--- config.mk ---
export PLATFORM = sky130hd
export DESIGN_NAME = cfg_tlp_packer
export DESIGN_NICKNAME = d
export VERILOG_FILES = /design/src/rtl/cfg_tlp_pkg.sv /design/src/rtl/cfg_hdr_build.sv /design/src/rtl/cfg_root_bus_reg.sv /design/src/rtl/cfg_beat_seq.sv /design/src/rtl/cfg_tlp_packer.sv
export SDC_FILE = /design/constraint.sdc
export NUM_CORES = 1
export LEC_CHECK = 0
export BUFFER_PORTS_ARGS = -buffer_cell sky130_fd_sc_hd__buf_2
export CORE_MARGIN = 2
export CORE_UTILIZATION = 56
export CTS_BUF_LIST = sky130_fd_sc_hd__clkbuf_8 sky130_fd_sc_hd__clkbuf_16
export DETAILED_ROUTE_END_ITERATION = 8
export GPL_ROUTABILITY_DRIVEN = 0
export PLACE_DENSITY = 0.88
export SLEW_MARGIN = 10
export SYNTH_ARGS = -nofsm -noshare
export SYNTH_HDL_FRONTEND = slang
export SYNTH_SLANG_ARGS = --single-unit
--- constraint.sdc ---
create_clock -name clk -period 3.61 [get_ports clk]
set_input_delay 0.361 -clock clk [delete_from_list [all_inputs] [get_ports clk]]
set_output_delay 0.361 -clock clk [all_outputs]
set_load 0.05 [all_outputs]
--- src/rtl/cfg_tlp_pkg.sv ---
// Shared constants and types for the configuration request packer.
// Assumes 32-bit header words and 8-bit bus and device/function fields.
package cfg_tlp_pkg;
    localparam int WORD_W  = 32;
    localparam int BEAT_W  = 2 * WORD_W;
    localparam int BUS_W   = 8;
    localparam int DEVFN_W = 8;
    localparam int LANES   = WORD_W / 8;

    localparam logic [7:0] FMT_RD_LOCAL  = 8'h04;
    localparam logic [7:0] FMT_WR_LOCAL  = 8'h44;
    localparam logic [7:0] FMT_RD_REMOTE = 8'h05;
    localparam logic [7:0] FMT_WR_REMOTE = 8'h45;
    localparam logic [7:0] TAG_RD        = 8'h1D;
    localparam logic [7:0] TAG_WR        = 8'h10;

    // Fully formed packet contents held while beats go out.
    typedef struct packed {
        logic [WORD_W-1:0] w0;
        logic [WORD_W-1:0] w1;
        logic [WORD_W-1:0] w2;
        logic [WORD_W-1:0] data;
        logic              aligned_wr;
        logic              root_upd;
    } pkt_t;

    typedef enum logic [1:0] {
        SQ_IDLE = 2'd0,
        SQ_HDR  = 2'd1,
        SQ_MID  = 2'd2,
        SQ_LAST = 2'd3
    } seq_state_t;
endpackage

--- src/rtl/cfg_hdr_build.sv ---
// Combinational header former: computes the three header words, the
// positioned write data and the packet-shape flags from one request and
// the current root bus number. Assumes OFS_W is between 3 and 16.
module cfg_hdr_build
    import cfg_tlp_pkg::*;
#(
    parameter int OFS_W   = 12,
    parameter int PRI_OFS = 24
) (
    input  logic               is_write,
    input  logic [BUS_W-1:0]   bus,
    input  logic [DEVFN_W-1:0] devfn,
    input  logic [OFS_W-1:0]   ofs,
    input  logic [1:0]         size,
    input  logic [WORD_W-1:0]  wdata,
    input  logic [BUS_W-1:0]   root,
    output pkt_t               pkt
);
    logic [LANES-1:0]  keep;
    logic [WORD_W-1:0] masked;
    logic [WORD_W-1:0] shifted;
    logic [7:0]        be;
    logic [7:0]        fmt;
    logic [OFS_W-1:0]  ofs_al;
    logic              local_bus;

    // Per-lane keep mask and masking of the write value by access size.
    for (genvar i = 0; i < LANES; i++) begin : g_lane
        assign keep[i] = (i == 0) || ((i < 2) && (size == 2'd1)) || size[1];
        assign masked[8*i +: 8] = keep[i] ? wdata[8*i +: 8] : 8'h00;
    end

    assign shifted   = masked << {ofs[1:0], 3'b000};
    assign ofs_al    = {ofs[OFS_W-1:2], 2'b00};
    assign local_bus = (bus == root);

    // Byte-enable pattern from access size and low offset bits.
    always_comb begin
        case (size)
            2'd0:    be = 8'h01 << ofs[1:0];
            2'd1:    be = 8'h03 << ofs[1:0];
            default: be = 8'h0F;
        endcase
    end

    // Format/type selection between local and remote, read and write.
    always_comb begin
        if (is_write) fmt = local_bus ? FMT_WR_LOCAL : FMT_WR_REMOTE;
        else          fmt = local_bus ? FMT_RD_LOCAL : FMT_RD_REMOTE;
    end

    // Assemble the packet record.
    always_comb begin
        pkt.w0         = {fmt, 14'h0000, 10'd1};
        pkt.w1         = {root, 8'h00, (is_write ? TAG_WR : TAG_RD), be};
        pkt.w2         = {bus, devfn, 16'(ofs_al)};
        pkt.data       = is_write ? shifted : '0;
        pkt.aligned_wr = is_write && (ofs[2:0] == 3'd0);
        pkt.root_upd   = is_write && local_bus && (ofs_al == OFS_W'(PRI_OFS));
    end
endmodule

--- src/rtl/cfg_root_bus_reg.sv ---
// Root bus number register: resets to zero and loads a new value on an
// update strobe. Assumes the strobe lasts a single cycle.
module cfg_root_bus_reg
    import cfg_tlp_pkg::*;
(
    input  logic             clk,
    input  logic             rst_n,
    input  logic             upd,
    input  logic [BUS_W-1:0] val,
    output logic [BUS_W-1:0] root
);
    // Hold or load the root bus number.
    always_ff @(posedge clk) begin
        if (!rst_n)   root <= '0;
        else if (upd) root <= val;
    end
endmodule

--- src/rtl/cfg_beat_seq.sv ---
// Beat sequencer: stores a packet record when a request is taken and
// walks it out as two or three beats. Beat content is a function of the
// state and the stored record only, so it cannot move during a stall.
module cfg_beat_seq
    import cfg_tlp_pkg::*;
(
    input  logic              clk,
    input  logic              rst_n,
    input  logic              take,
    input  pkt_t              pkt_in,
    input  logic              beat_ready,
    output logic              beat_valid,
    output logic [BEAT_W-1:0] beat_data,
    output logic              beat_sop,
    output logic              beat_eop,
    output logic              idle,
    output logic              root_upd,
    output logic [BUS_W-1:0]  root_val
);
    seq_state_t state;
    pkt_t       pkt_q;
    logic       fire;

    assign fire       = beat_valid && beat_ready;
    assign beat_valid = (state != SQ_IDLE);
    assign idle       = (state == SQ_IDLE);

    // Capture the packet record on acceptance.
    always_ff @(posedge clk) begin
        if (!rst_n)    pkt_q <= '0;
        else if (take) pkt_q <= pkt_in;
    end

    // Advance through the beats as each one is taken.
    always_ff @(posedge clk) begin
        if (!rst_n) begin
            state <= SQ_IDLE;
        end else begin
            case (state)
                SQ_IDLE: if (take) state <= SQ_HDR;
                SQ_HDR:  if (fire) state <= pkt_q.aligned_wr ? SQ_MID : SQ_LAST;
                SQ_MID:  if (fire) state <= SQ_LAST;
                default: if (fire) state <= SQ_IDLE;
            endcase
        end
    end

    // Beat contents and flags for the current state.
    always_comb begin
        beat_data = '0;
        beat_sop  = 1'b0;
        beat_eop  = 1'b0;
        case (state)
            SQ_HDR: begin
                beat_data = {pkt_q.w1, pkt_q.w0};
                beat_sop  = 1'b1;
            end
            SQ_MID: beat_data = {{WORD_W{1'b0}}, pkt_q.w2};
            SQ_LAST: begin
                beat_data = pkt_q.aligned_wr ? {{WORD_W{1'b0}}, pkt_q.data}
                                             : {pkt_q.data, pkt_q.w2};
                beat_eop  = 1'b1;
            end
            default: ;
        endcase
    end

    assign root_upd = fire && beat_eop && pkt_q.root_upd;
    assign root_val = pkt_q.data[BUS_W-1:0];

    AST_STALL_HOLD: assert property (@(posedge clk) disable iff (!rst_n)
        beat_valid && !beat_ready |=> beat_valid && $stable(beat_data)
        && $stable(beat_sop) && $stable(beat_eop));
    AST_TAKE_GIVES_SOP: assert property (@(posedge clk) disable iff (!rst_n)
        take |=> beat_valid && beat_sop);
    AST_FLAGS_EXCLUSIVE: assert property (@(posedge clk) disable iff (!rst_n)
        beat_valid |-> !(beat_sop && beat_eop));
    AST_EOP_RELEASES: assert property (@(posedge clk) disable iff (!rst_n)
        fire && beat_eop |=> !beat_valid && idle);
    AST_SOP_FOLLOWS_IDLE: assert property (@(posedge clk) disable iff (!rst_n)
        $rose(beat_valid) |-> beat_sop);
endmodule

--- src/rtl/cfg_tlp_packer.sv ---
// Configuration request packer top: takes one request at a time, forms
// the header against the tracked root bus number and emits it as beats.
// Assumes the consumer keeps beat_ready independent of beat_valid.
module cfg_tlp_packer
    import cfg_tlp_pkg::*;
#(
    parameter int OFS_W   = 12,
    parameter int PRI_OFS = 24
) (
    input  logic               clk,
    input  logic               rst_n,
    input  logic               req_valid,
    output logic               req_ready,
    input  logic               req_write,
    input  logic [BUS_W-1:0]   req_bus,
    input  logic [DEVFN_W-1:0] req_devfn,
    input  logic [OFS_W-1:0]   req_offset,
    input  logic [1:0]         req_size,
    input  logic [WORD_W-1:0]  req_wdata,
    output logic               beat_valid,
    input  logic               beat_ready,
    output logic [BEAT_W-1:0]  beat_data,
    output logic               beat_sop,
    output logic               beat_eop
);
    pkt_t             pkt;
    logic [BUS_W-1:0] root_q;
    logic [BUS_W-1:0] root_new;
    logic             root_upd;
    logic             idle;
    logic             take;

    assign req_ready = idle;
    assign take      = req_valid && idle;

    cfg_hdr_build #(.OFS_W(OFS_W), .PRI_OFS(PRI_OFS)) u_hdr (
        .is_write (req_write),
        .bus      (req_bus),
        .devfn    (req_devfn),
        .ofs      (req_offset),
        .size     (req_size),
        .wdata    (req_wdata),
        .root     (root_q),
        .pkt      (pkt)
    );

    cfg_beat_seq u_seq (
        .clk        (clk),
        .rst_n      (rst_n),
        .take       (take),
        .pkt_in     (pkt),
        .beat_ready (beat_ready),
        .beat_valid (beat_valid),
        .beat_data  (beat_data),
        .beat_sop   (beat_sop),
        .beat_eop   (beat_eop),
        .idle       (idle),
        .root_upd   (root_upd),
        .root_val   (root_new)
    );

    cfg_root_bus_reg u_root (
        .clk   (clk),
        .rst_n (rst_n),
        .upd   (root_upd),
        .val   (root_new),
        .root  (root_q)
    );

    AST_BUSY_NOT_READY: assert property (@(posedge clk) disable iff (!rst_n)
        beat_valid |-> !req_ready);
    AST_BE_COUNT: assert property (@(posedge clk) disable iff (!rst_n)
        take |-> $countones(pkt.w1[7:0]) ==
                 ((req_size == 2'd0) ? 1 : (req_size == 2'd1) ? 2 : 4));
    AST_ROOT_ONLY_AT_END: assert property (@(posedge clk) disable iff (!rst_n)
        !(beat_valid && beat_ready && beat_eop) |=> $stable(root_q));
endmodule

# Yosys cells after proc, flatten, opt, wreduce, memory -nomap -nowiden
# Index checks and enable logic that the tools add are counted.
dict set report totals {
  register_bits 103
}
dict set report classes {
  n_reduce_logical 14
  shifts 3
  mux 19
  eq_ne 9
}
# cell count
set op_table {}
lappend op_table {{64-bit one-hot mux with 3 select lines} 1}
lappend op_table {{64-bit 2-to-1 mux} 1}
lappend op_table {{32-bit 2-to-1 mux} 1}
lappend op_table {{32-bit by 5-bit << shifter with 32-bit output} 1}
lappend op_table {{8-bit 2-to-1 mux} 3}
lappend op_table {{8-bit one-hot mux with 2 select lines} 1}
lappend op_table {{10-bit by 3-bit == test with 1-bit output, second input constant} 1}
lappend op_table {{8-bit == test} 1}
lappend op_table {{2-bit 2-to-1 mux} 4}
lappend op_table {{1-bit by 2-bit << shifter with 8-bit output, first input constant} 1}
lappend op_table {{2-bit by 2-bit << shifter with 8-bit output, first input constant} 1}
lappend op_table {{1-bit logical AND} 7}
lappend op_table {{7-bit 2-to-1 mux} 1}
lappend op_table {{2-bit by 1-bit inequality test with 1-bit output, second input constant} 3}
lappend op_table {{2-bit one-hot mux with 3 select lines} 1}
lappend op_table {{1-bit 2-to-1 mux} 5}
lappend op_table {{2-bit by 1-bit == test with 1-bit output, second input constant} 2}
lappend op_table {{2-bit == test, second input constant} 2}
lappend op_table {{2-bit zero test} 2}
lappend op_table {{4-bit 2-to-1 mux} 1}
lappend op_table {{4-bit AND reduction} 1}
lappend op_table {{2-bit nonzero test} 2}
lappend op_table {{3-bit zero test} 1}
lappend op_table {{1-bit logical OR} 1}

# Longest topological paths before layout
# Gate-level depths: netlist of run 1.
dict set report logic_depth {
  ltp_word 5
  depth_mapped 8
  ltp_nobuf 6
}

# Modules after synthesis
# From an unflattened synthesis of run 1, not the netlist that was laid out.
dict set report unflattened {
  cells_unflattened 879
  area_unflattened_um2 8236.6
}
# module area_per_inst_um2 n_inst seq_area_each_um2 cells_each
set modules_own_cells {}
lappend modules_own_cells {cfg_beat_seq 6374.9 1 2642.5 643}
lappend modules_own_cells {cfg_hdr_build 1554.0 1 0.0 210}
lappend modules_own_cells {cfg_root_bus_reg 301.5 1 160.2 25}
lappend modules_own_cells {cfg_tlp_packer 6.3 1 0.0 1}

# Least setup slack after synthesis of run 1
# OpenSTA, ideal clock, no wires.
dict set report synth_path {
  path_kind {reg-to-output}
  start {reg u_seq.state[1]}
  end {out beat_data[40]}
  arrival_ps 2412
  path_stages_with_launch 7
  slack_ps 837
  t_required_ps 3249
  path_buffers 2
  cell_sequence {dfxtp_1 -> inv_1 -> ha_1 -> clkbuf_1 -> buf_1 -> nand2_1 -> a21oi_1}
}
dict set report synth_between {
  elab_chain_cells 2
  word_cells_on_any_way 4
}
# element line_no
set synth_rtl {}
lappend synth_rtl {{start, declared} cfg_beat_seq.sv:20} ;# seq_state_t state;
lappend synth_rtl {{start signal, assigned} cfg_beat_seq.sv:41} ;# SQ_HDR: if (fire) state <= pkt_q.aligned_wr ? SQ_MID : SQ_LAST;
lappend synth_rtl {{2-bit == test / 2-bit by 1-bit == test with 1-bit output (equally long branches)} cfg_beat_seq.sv:53} ;# case (state)
lappend synth_rtl {{64-bit one-hot mux with 3 select lines (*)} cfg_beat_seq.sv:53}
lappend synth_rtl {{end, declared} cfg_tlp_packer.sv:22} ;# output logic [BEAT_W-1:0] beat_data,
# Mark *: on every way between the ends. The rest lies on a longest branch, timed or not.

# Final worst setup path of run 1
dict set report layout_path {
  start {reg u_seq.state[1]}
  end {out beat_data[24]}
}
# The elaborated chain is that of the path after synthesis.

==> reports/results.ini, run 1 <==
[power_and_ir_drop]
p_leak_nw=2.29
peakVddDrop_uv=248
power_density_nw_per_um2=519

[timing]
finalSetupViolCount=0
drv_slew=0
worst_slew_pin_slew_ns=0.986
achievable-frequency_mhz=308
hold_viol=0
timing.final.crit_share=0.901
setup-tns-final_ns=0
fin_worst_skew_ns=0.00679
grt_setup_unrepaired=no
period_needed_ns=3.25
slew_headroom=0.343

[layout]
fillCellCount=676
antennaDiodeCount=0
fin_nets=770
area_growth_pct=17.9
stdcell_count=807
final_cell_mix=buf_2 (134), nand2_1 (129), dfxtp_1 (87)
mostFrequentLayoutCell=buf_2
drive_above_1_share=0.224

[place]
placed_cells=791
hpwl_um=10400
io_buffers=134

[critical_path]
ff2ff_path_depth=7
critPathLaunchType=flop
r2r-end=u_seq.state[1]
crit_path_start=u_seq.state[1]
r2r_start=u_seq.state[0]
slowest_stage=or2_1
required_ns=3.25
worst-r2r-setup-slack_ns=1.22
critPathCapture=beat_data[24]
worstPathMaxFanout=24
worstSetupEndpointType=output port
critPathKind=reg2out
path_cells=ha_1 -> nor2b_1 -> or2_1 -> a222oi_1 -> nor2_1 -> buf_2
worstPathArrival_ns=2.89
critPathMaxStageDelay_ns=0.76

[floorplanning]
start_util=0.567
die-area_um2=8940
core_area_um2=8090
fp-row-count=33
die_width_um=94.6
die_h_um=94.6
pin_count=135

[global_routing]
grt_overflow_total=0
antenna_found_initial=1
grt_pass1_wl_um=22000
grt_pass1_vias=4340
grt_max_degree=47
track_usage=0.319

[drt]
drc=0
routed_wl_um=14400
drtIter0Drc=418
first_pass_iters=5
ant_nets=0
viasPerCell=6.07
wire_per_inst_um=17.8
vias=4896

[clocking]
path_clk_slew_ns=0.08
htreeDepth=3
cts_resized=0
cts_setup_buffers=0
clkSinkCount=87
cts_root_buffer=clkbuf_8
clk_latency_ns=0.36
cts_tree=done
cts_buffers=9
cts.path.max_buffers=2
holdBufCountCts=0

[synthesis]
ys_types=39
syn_area_um2=4590
synth.net_count=667
yosysWarnings=0
syn_inst=594
synth_seq_cells=87
synthFlopType=dfxtp_1
ys_async_sr_fraction=0
avgSynthCellArea_um2=7.73
ys_seq_area_frac=0.379
synth_edf_count=0

[job]
maxCapViolCount=0

[run_status]
status=completed

[worst_hold_path]
hold_path.class=in2reg

-- cell type report --
cell class	instances	area [um2]	share of cell area
Multi-Input combinational cell	457	2620	0.485
Sequential cell	87	1740	0.322
Timing Repair Buffer	139	708	0.131
Clock buffer	10	138	0.0254
Tap cell	105	131	0.0243
Clock inverter	6	61.3	0.0113
Inverter	3	11.3	0.00208
-- power breakdown --
part           switching [mW]  internal, mW
Clock                   0.351         0.335
Sequential             0.0865          1.07
Combinational           0.708         0.258
Total                    1.15          1.66
-- worst min path at each step --
stage	start	endpoint	slack, ns	cells past startpoint
detailed placement	u_seq.pkt_q[55]	u_seq.pkt_q[55]	0.44	2
global placement	u_seq.pkt_q[51]	u_seq.pkt_q[51]	0.44	2
floorplan	u_seq.pkt_q[51]	u_seq.pkt_q[51]	0.43	2
finish	req_devfn[6]	u_seq.pkt_q[56]	0.23	3
global route	req_devfn[7]	u_seq.pkt_q[57]	0.24	3
CTS	req_devfn[6]	u_seq.pkt_q[56]	0.23	3
-- cells by family after synthesis --
family / count (synthesis) / synth area share
xor+xnor: 8 / 0.0153
fa+ha+maj: 6 / 0.0163
compound gates: 172 / 0.258
mux: 11 / 0.0243
simple gates: 260 / 0.257
buf+inv: 50 / 0.0499
flops: 87 / 0.379
-- registers in the layout (all words and copies together), names as in the netlist --
| signal | count |
|---|---|
| u_seq.state | 2 |
| u_seq.root_val | 8 |
| u_seq.pkt_q | 69 |
| u_root.root | 8 |
-- stage by stage --
| stage | worst slack (ns) | area [um2] | util | total power, mW | hold WS [ns] |
|---|---|---|---|---|---|
| after global routing | 0.187 | 5420 | 0.669 | 2.93 | 0.236 |
| after CTS | 0.435 | 5420 | 0.669 | 2.78 | 0.226 |
| final | 0.359 | 5420 | 0.669 | 2.81 | 0.229 |
| after detailed placement | 0.907 | 5220 | 0.645 | 2.11 | 0.445 |
| after floorplan | 0.837 | 4590 | - | 1.87 | 0.432 |
| after global placement | 1.06 | 5220 | 0.645 | 2.07 | 0.441 |
-- worst max-delay path: cells and delay by family (launching register included) --
kind | cells | cell delay, ns
AND/OR/NAND/NOR | 3 | 1.26
flip-flops | 1 | 0.43
AO/OA/AOI/OAI | 1 | 0.21
adder cells (fa/ha/maj) | 1 | 0.34
buffers and inverters | 1 | 0.27
-- Yosys cell counts, types with 3 or more instances --
cell type	instances	area share
a21boi_0	9	0.015
nor2b_1	23	0.031
nand3_1	5	0.0054
nand2_1	130	0.11
o21a_1	10	0.016
a221o_1	8	0.017
mux2i_1	10	0.022
dfxtp_1	87	0.38
nor4b_1	3	0.0057
buf_1	5	0.0041
a21oi_1	19	0.021
xor2_1	8	0.015
o21ai_0	8	0.0087
buf_6	3	0.0074
inv_1	3	0.0025
buf_2	12	0.013
a22oi_1	52	0.085
and2_1	32	0.044
o21ai_1	25	0.027
clkbuf_1	26	0.021
ha_1	6	0.016
nor2_1	53	0.043
a21boi_1	35	0.057
-- layer usage --
| layer | GRT usage | share of wire |
|---|---|---|
| met3 | 0.0559 | 0.11 |
| met5 | 0 | 0 |
| met1 | 0.425 | 0.40 |
| met2 | 0.518 | 0.47 |
| met4 | 0.117 | 0.026 |
(Power assumes the default switching activity.)
==> inputs of run 2 (changes only) <==
ABC_AREA = 1   (was default)
==> run 2 against run 1 <==
- via count up 7.0%
- synthesized cell count rose by 20%
- core utilization is 0.29 points lower
- sequential share of layout area grew 0.14 points
- critical path type unchanged
- design area fell by 0.44%
- setup slack better by 0.26 ns
- fmax rose by 8.8%
- clock skew increased by 0.0040 ns
- die area is essentially flat
- sequential power increased by 5%
==> reports/results.ini, run 2 <==
[power_and_ir_drop]
p_leak_nw=2.35  ; +2.9%
power_density_nw_per_um2=596  ; +15%
peakVddDrop_uv=344  ; +39%

[synthesis]
yosys.area.top_type=dfxtp_1
synth_top_area_frac=0.379  ; about the same
synth.net_count=787  ; +18%
synthTopCellsByArea=dfxtp_1 (38%), nand2_1 (14%), nor2_1 (10%), o21ai_0 (9.2%), a21oi_1 (7.4%)
syn_area_um2=4590  ; about the same
yosys-top-cells-count=nand2_1 (176), nor2_1 (122), dfxtp_1 (87), o21ai_0 (84), a21oi_1 (68)
ys_async_sr_fraction=0  ; unchanged
ys_seq_area_frac=0.379  ; about the same
yosysWarnings=0  ; unchanged
synth_seq_cells=87  ; unchanged
avgSynthCellArea_um2=6.43  ; -17%
syn_inst=714  ; +20%
ys_types=29  ; -26%
post-synth-top-count-cell=nand2_1
synth_edf_count=0  ; unchanged
synthFlopType=dfxtp_1

[critical_path]
worstPathMaxFanout=24  ; unchanged
crit_path_start=u_seq.state[1]
slowest_stage=o21ai_2
path_buf_inv=2  ; +1
worstPathArrival_ns=2.63  ; -0.26 ns
critPathLaunchType=flop
worstSetupEndpointType=output port
path_cells=ha_1 -> inv_1 -> o21ai_2 -> nand3_1 -> o21ai_0 -> buf_2
required_ns=3.25  ; about the same
critPathKind=reg2out
crit_family=compound AO/OA/AOI/OAI gates
critPathMaxStageDelay_ns=0.83  ; +0.07 ns
r2r_start=u_seq.state[0]

[timing]
fin_worst_skew_ns=0.0108  ; +0.00405 ns
timing.final.crit_share=0.828  ; -0.0731
worst_slack_ns=0.622  ; +0.264 ns
grt_setup_unrepaired=no
slew_headroom=0.274  ; -0.0684
hold_viol=0  ; unchanged
finalSetupViolCount=0  ; unchanged
hold-worst-slack_ns=0.243  ; +0.0136 ns
period_needed_ns=2.99  ; -0.264 ns
drv_slew=0  ; unchanged
achievable-frequency_mhz=335  ; +8.8%
worst_slew_pin_slew_ns=1.09  ; +0.102 ns
setup-tns-final_ns=0  ; unchanged

[place]
dp_slack_ns=1.06  ; +0.152 ns
placed_cell_area_um2=5220  ; about the same
hpwl_um=10300  ; -0.96%
placed_cells=911  ; +15%
io_buffers=134  ; unchanged

[drt]
wire_per_inst_um=15.2  ; -15%
routed_wl_um=14100  ; -2.4%
ant_nets=0  ; unchanged
first_pass_iters=5  ; unchanged
viasPerCell=5.65  ; -6.9%
drtIter0Drc=413  ; -1.2%
vias=5237  ; +7.0%
drc=0  ; unchanged

[worst_hold_path]
min_from=req_offset[8]
hold_path.class=in2reg

[clocking]
cts_resized=0  ; unchanged
holdBufCountCts=0  ; unchanged
cts_tree=done
cts.path.max_buffers=2  ; unchanged
clk_latency_ns=0.36  ; about the same
path_clk_slew_ns=0.09  ; about the same
cts_buffers=9  ; unchanged
clkSinkCount=87  ; unchanged
cts_setup_buffers=0  ; unchanged
htreeDepth=3  ; unchanged
cts_root_buffer=clkbuf_8

[layout]
stdcell_count=927  ; +15%
fin_nets=890  ; +16%
drive_above_1_share=0.200  ; -0.0241
area_growth_pct=17.3
antennaDiodeCount=0  ; unchanged
largest_reg_flops=69  ; unchanged
fillCellCount=740  ; +9.5%
mostFrequentLayoutCell=nand2_1
final_cell_mix=nand2_1 (176), buf_2 (134), nor2_1 (122)
regMostFlops=u_seq.pkt_q
design_area_um2=5390  ; -0.44%

[global_routing]
grt_overflow_total=0  ; unchanged
grt_pass1_wl_um=22600  ; +2.5%
track_usage=0.322  ; +0.00298
grt_max_degree=47  ; unchanged
antenna_found_initial=0  ; -1
grt_pass1_vias=4687  ; +8.0%

[job]
maxCapViolCount=0  ; unchanged

[floorplanning]
pin_count=135  ; unchanged
die_width_um=94.6  ; about the same
die-area_um2=8940  ; about the same
fp-row-count=33  ; unchanged
core_area_um2=8090  ; unchanged
start_util=0.568  ; about the same
die_h_um=94.6  ; about the same

[run_status]
status=completed

[run 2: cell count changes after synthesis, moves of 36 or more]
cell	delta
nand2_1	+46
nor2_1	+69
a21oi_1	+49
o21ai_0	+76
inv_1	+36
[run 2: path summary, 6_finish.rpt]
kind,end,slack (ns),cells after the start
worst max-delay path,beat_data[21],0.62,6
worst min-delay path,u_seq.pkt_q[42],0.24,3
worst max register to register,u_seq.pkt_q[18],1.27,9
worst min register to register,u_seq.root_val[6],0.47,2
[run 2: worst min-delay path, delay by kind of cell]
kind	cells	cell delay [ns]
buf+inv	1	0.08
simple gates	2	0.13
[run 2: final cells by class]
type	count	area, um2	share of cell area
clock buffers	9	124	0.0230
clock inverters	7	48.8	0.00905
inverters	43	161	0.0299
multi-input cells	536	2470	0.458
flip-flops and latches	87	1740	0.323
well taps	105	131	0.0244
repair buffers	140	716	0.133
[run 2: stage by stage]
step | utilization | power, mW
after detailed placement | 0.645 | 2.60
after floorplan | - | 2.29
after global routing | 0.666 | 3.41
after CTS | 0.666 | 3.19
after global placement | 0.645 | 2.55
final | 0.666 | 3.21
[run 2: per-layer routing]
| layer | wire (um) | vias to the layer above | GRT usage |
|---|---|---|---|
| li1 | - | 2535 | - |
| met1 | 5890 | 2357 | 0.443 |
| met2 | 6250 | 307 | 0.486 |
| met3 | 1390 | 38 | 0.0407 |
| met4 | 519 | 0 | 0.182 |
| met5 | 0 | - | 0 |
[run 2: logic make-up (layout without fill, tap and decap cells)]
logic type / count (synthesis) / after routing / share of synthesized area
AND/OR/NAND/NOR: 339 / 339 / 0.294
AO/OA/AOI/OAI: 186 / 186 / 0.218
buffers and inverters: 91 / 199 / 0.0836
flip-flops: 87 / 87 / 0.379
adder cells (fa/ha/maj): 6 / 6 / 0.0163
XOR/XNOR: 5 / 5 / 0.00953
[run 2: power by group]
group	switching [mW]	internal, mW
sequential	0.106	1.12
combinational	1.05	0.327
clock	0.363	0.250
total	1.52	1.70
==> inputs of run 3 (changes only) <==
ABC_AREA = 0   (was 1)
CORE_UTILIZATION = 47   (was 56)
PLACE_DENSITY = 0.79   (was 0.88)
clock period = 2.7 ns   (was 3.61 ns; I/O delays follow)
==> run 3 against run 2 <==
- combinational power shrank 4%
- clock-buffer cell count grew 1
- largest cell class unchanged
- cell count shrank 9.0%
- global-route usage shrank 4.9 points
- critical endpoint is now beat_data[20]
- register-to-register slack lost 0.63 ns
==> reports/results.ini, run 3 (synthesis results as in run 1) <==
[drt]
vias=4772  ; -8.9%
drc=0  ; unchanged
first_pass_iters=5  ; unchanged
drtIter0Drc=379  ; -8.2%
routed_wl_um=14500  ; +2.9%
wire_per_inst_um=17.1  ; +13%
viasPerCell=5.65  ; about the same
ant_nets=0  ; unchanged

[place]
placed_cell_area_um2=5320  ; +1.9%
hpwl_um=11000  ; +6.3%
dp_slack_ns=0.271  ; -0.788 ns
io_buffers=134  ; unchanged

[critical_path]
critPathLaunchType=flop
path_buf_inv=2  ; unchanged
slowest_stage=dfxtp_1
path_cells=ha_1 -> nor2b_2 -> or2_4 -> buf_4 -> a22oi_1 -> nor2_1 -> buf_2
worstPathMaxFanout=10  ; -58%
crit_family=simple AND/OR/NAND/NOR gates
critPathMaxStageDelay_ns=0.41  ; -0.42 ns
worstSetupEndpointType=output port
worstPathArrival_ns=2.26  ; -0.37 ns
required_ns=2.43  ; -0.82 ns
critPathKind=reg2out

[timing]
slew_headroom=0.557  ; +0.282
hold_viol=0  ; unchanged
fin_worst_skew_ns=0.0106  ; -0.000258 ns
achievable-frequency_mhz=395
worst_slew_pin_slew_ns=0.665  ; -0.423 ns
period_needed_ns=2.53
worst_slack_ns=0.167  ; -0.455 ns
hold-worst-slack_ns=0.139  ; -0.104 ns
drv_slew=0  ; unchanged
setup-tns-final_ns=0  ; unchanged
timing.final.crit_share=0.938
finalSetupViolCount=0  ; unchanged
grt_setup_unrepaired=no

[floorplanning]
die_width_um=103  ; +8.7%
pin_count=135  ; unchanged
core_area_um2=9640  ; +19%
start_util=0.476  ; -0.0913
fp-row-count=36  ; +9.1%
die-area_um2=10600  ; +18%
die_h_um=103  ; +8.7%

[clocking]
holdBufCountCts=0  ; unchanged
clk_latency_ns=0.36  ; about the same
cts.path.max_buffers=2  ; unchanged
cts_setup_buffers=0  ; unchanged
cts_tree=done
htreeDepth=3  ; unchanged
cts_resized=1  ; +1
cts_buffers=9  ; unchanged
path_clk_slew_ns=0.08  ; about the same
clkSinkCount=87  ; unchanged
cts_root_buffer=clkbuf_8

[global_routing]
grt_pass1_wl_um=22100  ; -2.2%
grt_max_degree=42  ; -11%
track_usage=0.273  ; -0.0486
grt_overflow_total=0  ; unchanged
grt_pass1_vias=4376  ; -6.6%
antenna_found_initial=1  ; +1

[power_and_ir_drop]
p_leak_nw=2.35  ; about the same
power_density_nw_per_um2=697  ; +17%
peakVddDrop_uv=387  ; +13%
finalPower_mw=3.87  ; +20%

[layout]
fin_nets=779  ; -12%
antennaDiodeCount=0  ; unchanged
design_area_um2=5550  ; +2.9%
regMostFlops=u_seq.pkt_q
area_growth_pct=20.8
mostFrequentLayoutCell=buf_2
drive_above_1_share=0.236  ; +0.0368
final_cell_mix=buf_2 (134), nand2_1 (129), dfxtp_1 (87)
largest_reg_flops=69  ; unchanged

[job]
maxCapViolCount=0  ; unchanged

[worst_hold_path]
hold_path.class=in2reg

[run_status]
status=completed

## run 3: cell count changes in the layout (fill, tap and decap cells not counted), moves of 35 or more
cell      before  now
a21oi_1       68   19
a22oi_1       17   52
o21ai_0       84    8
inv_1         40    4
nor2_1       122   53
nand2_1      176  129
a21boi_1       0   35
## run 3: worst paths after layout
check / startpoint / endpoint / slack [ns] / cells past startpoint
max: u_seq.state[1] / beat_data[20] / 0.17 / 7
min: req_devfn[6] / u_seq.pkt_q[56] / 0.14 / 3
max reg2reg: u_seq.state[0] / u_seq.pkt_q[16] / 0.64 / 6
min reg2reg: u_seq.pkt_q[62] / u_seq.pkt_q[62] / 0.45 / 2
## run 3: final cells by class
cell class / instances / area [um2]
clock buffers: 10 / 138
flip-flops and latches: 87 / 1740
fillers: 890 / 4090
inverters: 3 / 11.3
clock inverters: 6 / 85.1
repair buffers: 148 / 776
well taps: 133 / 166
multi-input cells: 457 / 2630
## run 3: worst min-delay path: stages
cell	delay, ns
buf_2	0.10
nand2_1	0.04
a21boi_1	0.05
## run 3: metal layers
layer / wire, um / global-route usage / share of wire / vias up
met3: 1320 / 0.0556 / 0.091 / 42
li1: - / - / - / 2258
met1: 6010 / 0.360 / 0.42 / 2226
met2: 6640 / 0.433 / 0.46 / 246
met4: 489 / 0.122 / 0.034 / 0
met5: 0 / 0 / 0 / -
## run 3: power breakdown
group	total (mW)	switching, mW	internal, mW	leakage [nW]
clock network	1.00	0.458	0.543	0.114
logic	1.32	0.930	0.387	1.53
registers	1.55	0.115	1.43	0.709
total	3.87	1.50	2.36	2.35
## run 3: stage by stage
step                       util  instances
after floorplan               -        594
after global placement    0.552        828
after detailed placement  0.552        828
after CTS                 0.575        844
after global routing      0.575        844
final                     0.575        844
